### src/rtl/pbseq_pkg.sv
package pbseq_pkg;

    typedef enum logic [2:0] {
        ST_IDLE = 3'd0,
        ST_ADDR = 3'd1,
        ST_PLAY = 3'd2,
        ST_SIL  = 3'd3,
        ST_LOOP = 3'd4
    } chan_st_e;

    typedef struct packed {
        logic play;
        logic fadr;
        logic start;
        logic stop;
        logic muon;
        logic sloop;
        logic cloop;
    } cmd_t;

endpackage

### src/rtl/pbseq_sil_len.sv
module pbseq_sil_len #(
    parameter int SCW     = 8,
    parameter int SIL_MIN = 4,
    parameter int STEP_MS = 4,
    parameter int LW      = 11
) (
    input  logic [SCW-1:0] code,
    output logic [LW-1:0]  len_ms
);
    logic [SCW-1:0] eff;

    always_comb begin
        eff    = (code < SCW'(SIL_MIN)) ? SCW'(SIL_MIN) : code;
        len_ms = LW'((32'(eff) + 32'd1) * 32'(STEP_MS));
    end
endmodule

### src/rtl/pbseq_chan.sv
module pbseq_chan
    import pbseq_pkg::*;
#(
    parameter int PW        = 12,
    parameter int LW        = 11,
    parameter int FOLLOW_MS = 8
) (
    input  logic          clk,
    input  logic          rst_n,
    input  cmd_t          cmd,
    input  logic [PW-1:0] cmd_phrase,
    input  logic [LW-1:0] sil_len,
    input  logic          ms_tick,
    input  logic          rd_ack,
    input  logic          rd_done,
    output logic          rd_req,
    output logic [PW-1:0] rd_phrase,
    output logic          ready,
    output logic          busy_n
);
    localparam int WW = $clog2(FOLLOW_MS + 1);

    typedef struct packed {
        chan_st_e      st;
        logic [PW-1:0] cur;
        logic [PW-1:0] pre;
        logic          pre_vld;
        logic          q_vld;
        logic          q_sil;
        logic [PW-1:0] q_ph;
        logic [LW-1:0] q_len;
        logic [LW-1:0] sil_cnt;
        logic [WW-1:0] win_cnt;
        logic          win_open;
        logic          looping;
    } ch_t;

    ch_t q, d;
    logic          seg_end;
    logic          ready_c;
    logic          launch;
    logic          is_sil;
    logic          seg_run;
    logic [PW-1:0] pick;

    always_comb begin
        d       = q;
        seg_end = 1'b0;
        seg_run = (q.st == ST_PLAY) || (q.st == ST_SIL);
        ready_c = (q.st == ST_IDLE) || (seg_run && q.win_open && !q.q_vld);
        launch  = cmd.play || cmd.muon || (cmd.start && q.pre_vld);
        is_sil  = !cmd.play && cmd.muon;
        pick    = cmd.play ? cmd_phrase : q.pre;

        // progression of the running segment
        case (q.st)
            ST_ADDR: begin
                if (rd_ack) begin
                    d.st      = q.looping ? ST_LOOP : ST_PLAY;
                    d.win_cnt = '0;
                end
            end
            ST_PLAY: seg_end = rd_done;
            ST_SIL: begin
                if (ms_tick) begin
                    if (q.sil_cnt <= LW'(1)) seg_end = 1'b1;
                    else d.sil_cnt = q.sil_cnt - 1'b1;
                end
            end
            ST_LOOP: begin
                if (rd_done) d.st = ST_ADDR;
            end
            default: ;
        endcase

        // follow-on window
        if (seg_run && q.win_open && ms_tick) begin
            if (q.win_cnt == WW'(FOLLOW_MS - 1)) d.win_open = 1'b0;
            else d.win_cnt = q.win_cnt + 1'b1;
        end

        // ready-gated commands
        if (ready_c) begin
            if (cmd.fadr) begin
                d.pre     = cmd_phrase;
                d.pre_vld = 1'b1;
            end
            if (launch) begin
                if (q.st == ST_IDLE) begin
                    d.st       = is_sil ? ST_SIL : ST_ADDR;
                    d.cur      = is_sil ? q.cur : pick;
                    d.sil_cnt  = sil_len;
                    d.win_open = 1'b1;
                    d.win_cnt  = '0;
                    d.looping  = 1'b0;
                end else begin
                    d.q_vld = 1'b1;
                    d.q_sil = is_sil;
                    d.q_ph  = pick;
                    d.q_len = sil_len;
                end
            end else if (cmd.sloop && (q.st == ST_PLAY) && !seg_end) begin
                d.st       = ST_LOOP;
                d.looping  = 1'b1;
                d.win_open = 1'b0;
            end
        end

        // end of segment: launch queued item or go idle
        if (seg_end) begin
            if (d.q_vld) begin
                d.st       = d.q_sil ? ST_SIL : ST_ADDR;
                d.cur      = d.q_sil ? d.cur : d.q_ph;
                d.sil_cnt  = d.q_len;
                d.q_vld    = 1'b0;
                d.win_open = 1'b1;
                d.win_cnt  = '0;
            end else begin
                d.st       = ST_IDLE;
                d.win_open = 1'b0;
            end
        end

        // ungated commands, highest priority
        if (cmd.stop) begin
            d.st       = ST_IDLE;
            d.q_vld    = 1'b0;
            d.looping  = 1'b0;
            d.win_open = 1'b0;
        end else if (cmd.cloop && q.looping) begin
            d.looping  = 1'b0;
            d.win_open = 1'b0;
            if (q.st == ST_LOOP) d.st = rd_done ? ST_IDLE : ST_PLAY;
        end
    end

    always_ff @(posedge clk) begin
        if (!rst_n) q <= '0;
        else        q <= d;
    end

    assign rd_req    = (q.st == ST_ADDR);
    assign rd_phrase = q.cur;
    assign ready     = ready_c;
    assign busy_n    = (q.st == ST_IDLE);
endmodule

### src/rtl/pbseq_top.sv
module pbseq_top
    import pbseq_pkg::*;
#(
    parameter int NCH       = 4,
    parameter int PW        = 12,
    parameter int SCW       = 8,
    parameter int SIL_MIN   = 4,
    parameter int STEP_MS   = 4,
    parameter int FOLLOW_MS = 8
) (
    input  logic              clk,
    input  logic              rst_n,
    input  logic              cmd_play,
    input  logic              cmd_fadr,
    input  logic              cmd_start,
    input  logic              cmd_stop,
    input  logic              cmd_muon,
    input  logic              cmd_sloop,
    input  logic              cmd_cloop,
    input  logic [NCH-1:0]    cmd_mask,
    input  logic [PW-1:0]     cmd_phrase,
    input  logic [SCW-1:0]    cmd_sil,
    input  logic              ms_tick,
    input  logic [NCH-1:0]    rd_ack,
    input  logic [NCH-1:0]    rd_done,
    output logic [NCH-1:0]    rd_req,
    output logic [NCH*PW-1:0] rd_phrase,
    output logic [NCH-1:0]    ready,
    output logic [NCH-1:0]    busy_n
);
    localparam int LW = $clog2((1 << SCW) * STEP_MS + 1);

    logic [LW-1:0] sil_len;

    pbseq_sil_len #(
        .SCW(SCW), .SIL_MIN(SIL_MIN), .STEP_MS(STEP_MS), .LW(LW)
    ) u_len (
        .code   (cmd_sil),
        .len_ms (sil_len)
    );

    for (genvar i = 0; i < NCH; i++) begin : g_ch
        cmd_t c;
        assign c.play  = cmd_play  & cmd_mask[i];
        assign c.fadr  = cmd_fadr  & cmd_mask[i];
        assign c.start = cmd_start & cmd_mask[i];
        assign c.stop  = cmd_stop  & cmd_mask[i];
        assign c.muon  = cmd_muon  & cmd_mask[i];
        assign c.sloop = cmd_sloop & cmd_mask[i];
        assign c.cloop = cmd_cloop & cmd_mask[i];

        pbseq_chan #(
            .PW(PW), .LW(LW), .FOLLOW_MS(FOLLOW_MS)
        ) u_ch (
            .clk        (clk),
            .rst_n      (rst_n),
            .cmd        (c),
            .cmd_phrase (cmd_phrase),
            .sil_len    (sil_len),
            .ms_tick    (ms_tick),
            .rd_ack     (rd_ack[i]),
            .rd_done    (rd_done[i]),
            .rd_req     (rd_req[i]),
            .rd_phrase  (rd_phrase[i*PW +: PW]),
            .ready      (ready[i]),
            .busy_n     (busy_n[i])
        );
    end
endmodule

### config.mk
export PLATFORM = sky130hd
export DESIGN_NAME = pbseq_top
export DESIGN_NICKNAME = d
export VERILOG_FILES = /design/src/rtl/pbseq_pkg.sv /design/src/rtl/pbseq_sil_len.sv /design/src/rtl/pbseq_chan.sv /design/src/rtl/pbseq_top.sv
export SDC_FILE = /design/constraint.sdc
export NUM_CORES = 1
export LEC_CHECK = 0
export CAP_MARGIN = 20
export CORE_UTILIZATION = 45
export DETAILED_ROUTE_END_ITERATION = 12
export GPL_TIMING_DRIVEN = 0
export SYNTH_ARGS = -nofsm -noshare
export SYNTH_HDL_FRONTEND = slang
export SYNTH_SLANG_ARGS = --single-unit
### constraint.sdc
create_clock -name clk -period 3.5 [get_ports clk]
set_input_delay 0.7 -clock clk [delete_from_list [all_inputs] [get_ports clk]]
set_output_delay 0.7 -clock clk [all_outputs]
set_load 0.02 [all_outputs]
==> results_dict.tcl <==
set metrics [dict create \
    clkTransAtPathRegs_ps 60 \
    synth.area.mux_share_pct 10.76 \
    clockBufferDepth 3 \
    synth_flop_cell "dfxtp_1" \
    rsz0062_at_grt "false" \
    hold_slack_ps 442.2 \
    hold_viol_final 0 \
    num_rows 65 \
    die_w_um 181.8 \
    syn_avg_cell_area_um2 8.728 \
    start_util_pct 45.96 \
    synth_xor_area_share_pct 1.205 \
    overflow 0 \
    port_buffers 95 \
    required_ps 3880 \
    root_buffer "clkbuf_16" \
    period_minus_slack_ps 3464 \
    grt_max_degree 13 \
    synth_area_um2 14540 \
    antenna_found_initial 1 \
    status "completed" \
    final_util_pct 54.69 \
    fillers 2889 \
    dieArea_um2 33030 \
    wl_per_cell_um 20.11 \
    tritoncts "yes" \
    clock_sinks 280 \
    min_path_type "reg -> reg" \
    pwr_density_cell_nw_per_um2 500.1 \
    drive_gt1_share_pct 13.06 \
    slew_violations 0 \
    async_reset_ff_share_pct 0 \
    crit_fanout 10 \
    drc_errors 0 \
    io_pins 102 \
    ys.warnings.count 0 \
    synth-simple-area-share_pct 20.68 \
    dpl-instance-area_um2 16010 \
    power.total_mw 8.653 \
    coreArea_um2 31640 \
    cp-end-kind "flip-flop" \
    grt_pass1_wl_um 70550 \
    timing.final.crit_share_pct 98.96 \
    dp_hpwl_um 32370 \
    synth_compound_area_share_pct 20.13 \
    synth_edf_count 0 \
    syn_nets 1721 \
    die_h_um 181.8 \
    fin_nets 1855 \
    syn_to_final_growth_pct 19.00 \
    gp_congestion 0.9161 \
    vias 13110 \
    cts_hold_buf 0 \
    drtPass1Iterations 6 \
    max_freq_mhz 288.7 \
    arrival_ps 3850 \
    grt_pass1_vias 12600 \
    cap_violations 0 \
    p_leak_nw 6.603 \
    diodes 0 \
    worst_pin_slew_ps 1059 \
    grt_usage_pct 27.00 \
    cpPeakStageDelay_ps 540 \
    synthAdderAreaFrac_pct 1.119 \
    drt-vias-per-instance 5.890 \
    wl_um 44730 \
    cp_slowest_cell "clkdlybuf4s50_1" \
    htreeDepth 2 \
    fin_worst_skew_ps 31.19 \
    vdd_drop_max_mv 0.3804 \
    clock_latency_ps 510 \
    worstPathCellList "clkdlybuf4s50_1 -> or3_1 -> o41ai_4 -> inv_1 -> ha_1 -> nand3_1 -> xor2_4 -> a2111oi_0 -> a41o_1" \
    critPathKind "in -> reg" \
    design_area_um2 17300 \
    yosysSeqAreaShare_pct 38.55 \
    slew_headroom_pct 28.80 \
    critPathLaunchType "input pin" \
    numCtsBuffers 34 \
    initialDrtViolationCount 800 \
    synth.distinct_cells 90 \
    setup-violations-final 0 \
    synth_top_family_by_area "simple AND/OR/NAND/NOR gates" \
    synthCells 1666 \
    ant_nets 0 \
    ys_ff_latch 280 \
]
-- final cells by class --
cell class / count / area [um2] / area share [%]
multi-input combinational: 1174 / 7879 / 45.53
sequential: 280 / 5605 / 32.40
clock buffer: 47 / 1001 / 5.785
timing repair buffer: 98 / 973.4 / 5.626
buffer: 172 / 949.7 / 5.488
tap: 402 / 503.0 / 2.907
clock inverter: 12 / 241.5 / 1.396
inverter: 40 / 150.1 / 0.8677
-- registers in the layout, indices dropped and copies added (netlist names) --
signal and count:
g_ch.u_ch.q 232, g_ch.u_ch.rd_phrase 48
-- critical path: cells and delay by family --
| kind | cells | cell delay (ps) |
|---|---|---|
| AO/OA/AOI/OAI | 3 | 880 |
| buffers and inverters | 2 | 770 |
| AND/OR/NAND/NOR | 2 | 760 |
| XOR/XNOR | 1 | 400 |
| adder cells (fa/ha/maj) | 1 | 330 |
-- per-stage QoR --
| stage | setup slack (ps) | setup TNS, ps | std cells |
|---|---|---|---|
| final | 36.35 | 0 | 2225 |
| after global routing | 8.663 | 0 | 2225 |
| after CTS | 9.170 | 0 | 2225 |
| after detailed placement | -1586 | -49300 | 2165 |
| after global placement | -1696 | -50110 | 2163 |
| after floorplan | 458.2 | 0 | 1666 |
-- layer usage --
layer	track usage, %	share of wire, %
met3	3.470	5.3
met5	0	0
met2	44.82	46
met1	36.60	46
met4	7.729	2.4
-- logic make-up (layout without fill, tap and decap cells) --
kind of cell             after synthesis  in the layout
AND/OR/NAND/NOR                      577            577
AO/OA/AOI/OAI                        415            415
flip-flops                           280            280
buffers and inverters                212            369
multiplexers                         149            149
XOR/XNOR                              20             20
adder cells (fa/ha/maj)               13             13
-- cell usage in the layout, fill, tap and decap left out, types with 16 or more instances in the layout --
cell and count:
dfxtp_1 280, nor2_1 190, nand2_1 110, a21oi_1 97, clkdlybuf4s50_1 95, mux2i_1 94, clkbuf_1 88, a211oi_1 88
buf_4 67, mux2_2 52, nand3_1 48, o21ai_0 48, inv_1 39, nor3_1 39, clkbuf_16 35, or3_1 27
o2bb2ai_1 19, and3_1 18, o221ai_1 16, nand4_1 16
-- report_power, final --
part | switching (mW) | internal, mW
Sequential | 0.0988 | 3.32
Combinational | 0.767 | 0.565
Clock | 1.39 | 2.51
-- worst paths after layout --
path / from / to / slack, ps / cells after the start
max: cmd_sil[7] / g_ch[0].u_ch.q[14] / 40 / 9
min: g_ch[3].u_ch.q[17] / g_ch[3].u_ch.q[17] / 440 / 2
max reg2reg: g_ch[3].u_ch.q[15] / g_ch[3].u_ch.rd_phrase[8] / 550 / 6
min reg2reg: g_ch[3].u_ch.q[17] / g_ch[3].u_ch.q[17] / 440 / 2
-- cell usage after synthesis, types with 5 or more instances --
| library cell | number | share of area, % |
|---|---|---|
| buf_2 | 15 | 0.52 |
| nand3_1 | 48 | 1.7 |
| mux2i_1 | 94 | 6.5 |
| dfxtp_1 | 280 | 39 |
| nand3b_1 | 9 | 0.46 |
| o2bb2ai_1 | 19 | 1.1 |
| nor3_1 | 40 | 1.4 |
| xnor2_1 | 10 | 0.60 |
| nor4_1 | 6 | 0.26 |
| or3_1 | 27 | 1.2 |
| or2_2 | 8 | 0.34 |
| nor2_1 | 191 | 4.9 |
| mux2_2 | 52 | 4.0 |
| a31oi_1 | 13 | 0.56 |
| buf_4 | 64 | 3.3 |
| nand4_1 | 16 | 0.69 |
| o21ai_0 | 48 | 1.7 |
| ha_1 | 13 | 1.1 |
| nor4bb_1 | 7 | 0.48 |
| o211ai_1 | 15 | 0.77 |
| a211oi_1 | 88 | 4.5 |
| buf_6 | 6 | 0.46 |
| xor2_1 | 10 | 0.60 |
| a221oi_1 | 6 | 0.36 |
| o2111ai_1 | 5 | 0.30 |
| and3_1 | 18 | 0.77 |
| inv_1 | 39 | 1.0 |
| nand4b_1 | 8 | 0.48 |
| o32ai_1 | 5 | 0.30 |
| a21oi_1 | 97 | 3.3 |
| a21o_1 | 12 | 0.62 |
| nor3b_1 | 8 | 0.41 |
| a211o_1 | 10 | 0.60 |
| nor2b_1 | 13 | 0.56 |
| or4_1 | 7 | 0.36 |
| nand2_1 | 110 | 2.8 |
| o31ai_1 | 6 | 0.31 |
| a22oi_1 | 5 | 0.26 |
| clkbuf_1 | 84 | 2.2 |
| nand2b_1 | 11 | 0.47 |
| and2_1 | 15 | 0.65 |
| o221ai_1 | 16 | 0.96 |
| o21a_1 | 9 | 0.46 |
-- repair_timing --
| item | CTS | global route |
|---|---|---|
| resized for setup | 3 | 3 |
| gates cloned | 0 | 0 |
| pin swaps | 1 | 0 |
| endpoints found under the setup margin | 49 | 6 |
| buffers inserted | 1 | 0 |
| hold endpoints to repair | 0 | 0 |
Note: power is estimated with default switching activity, not from simulation.
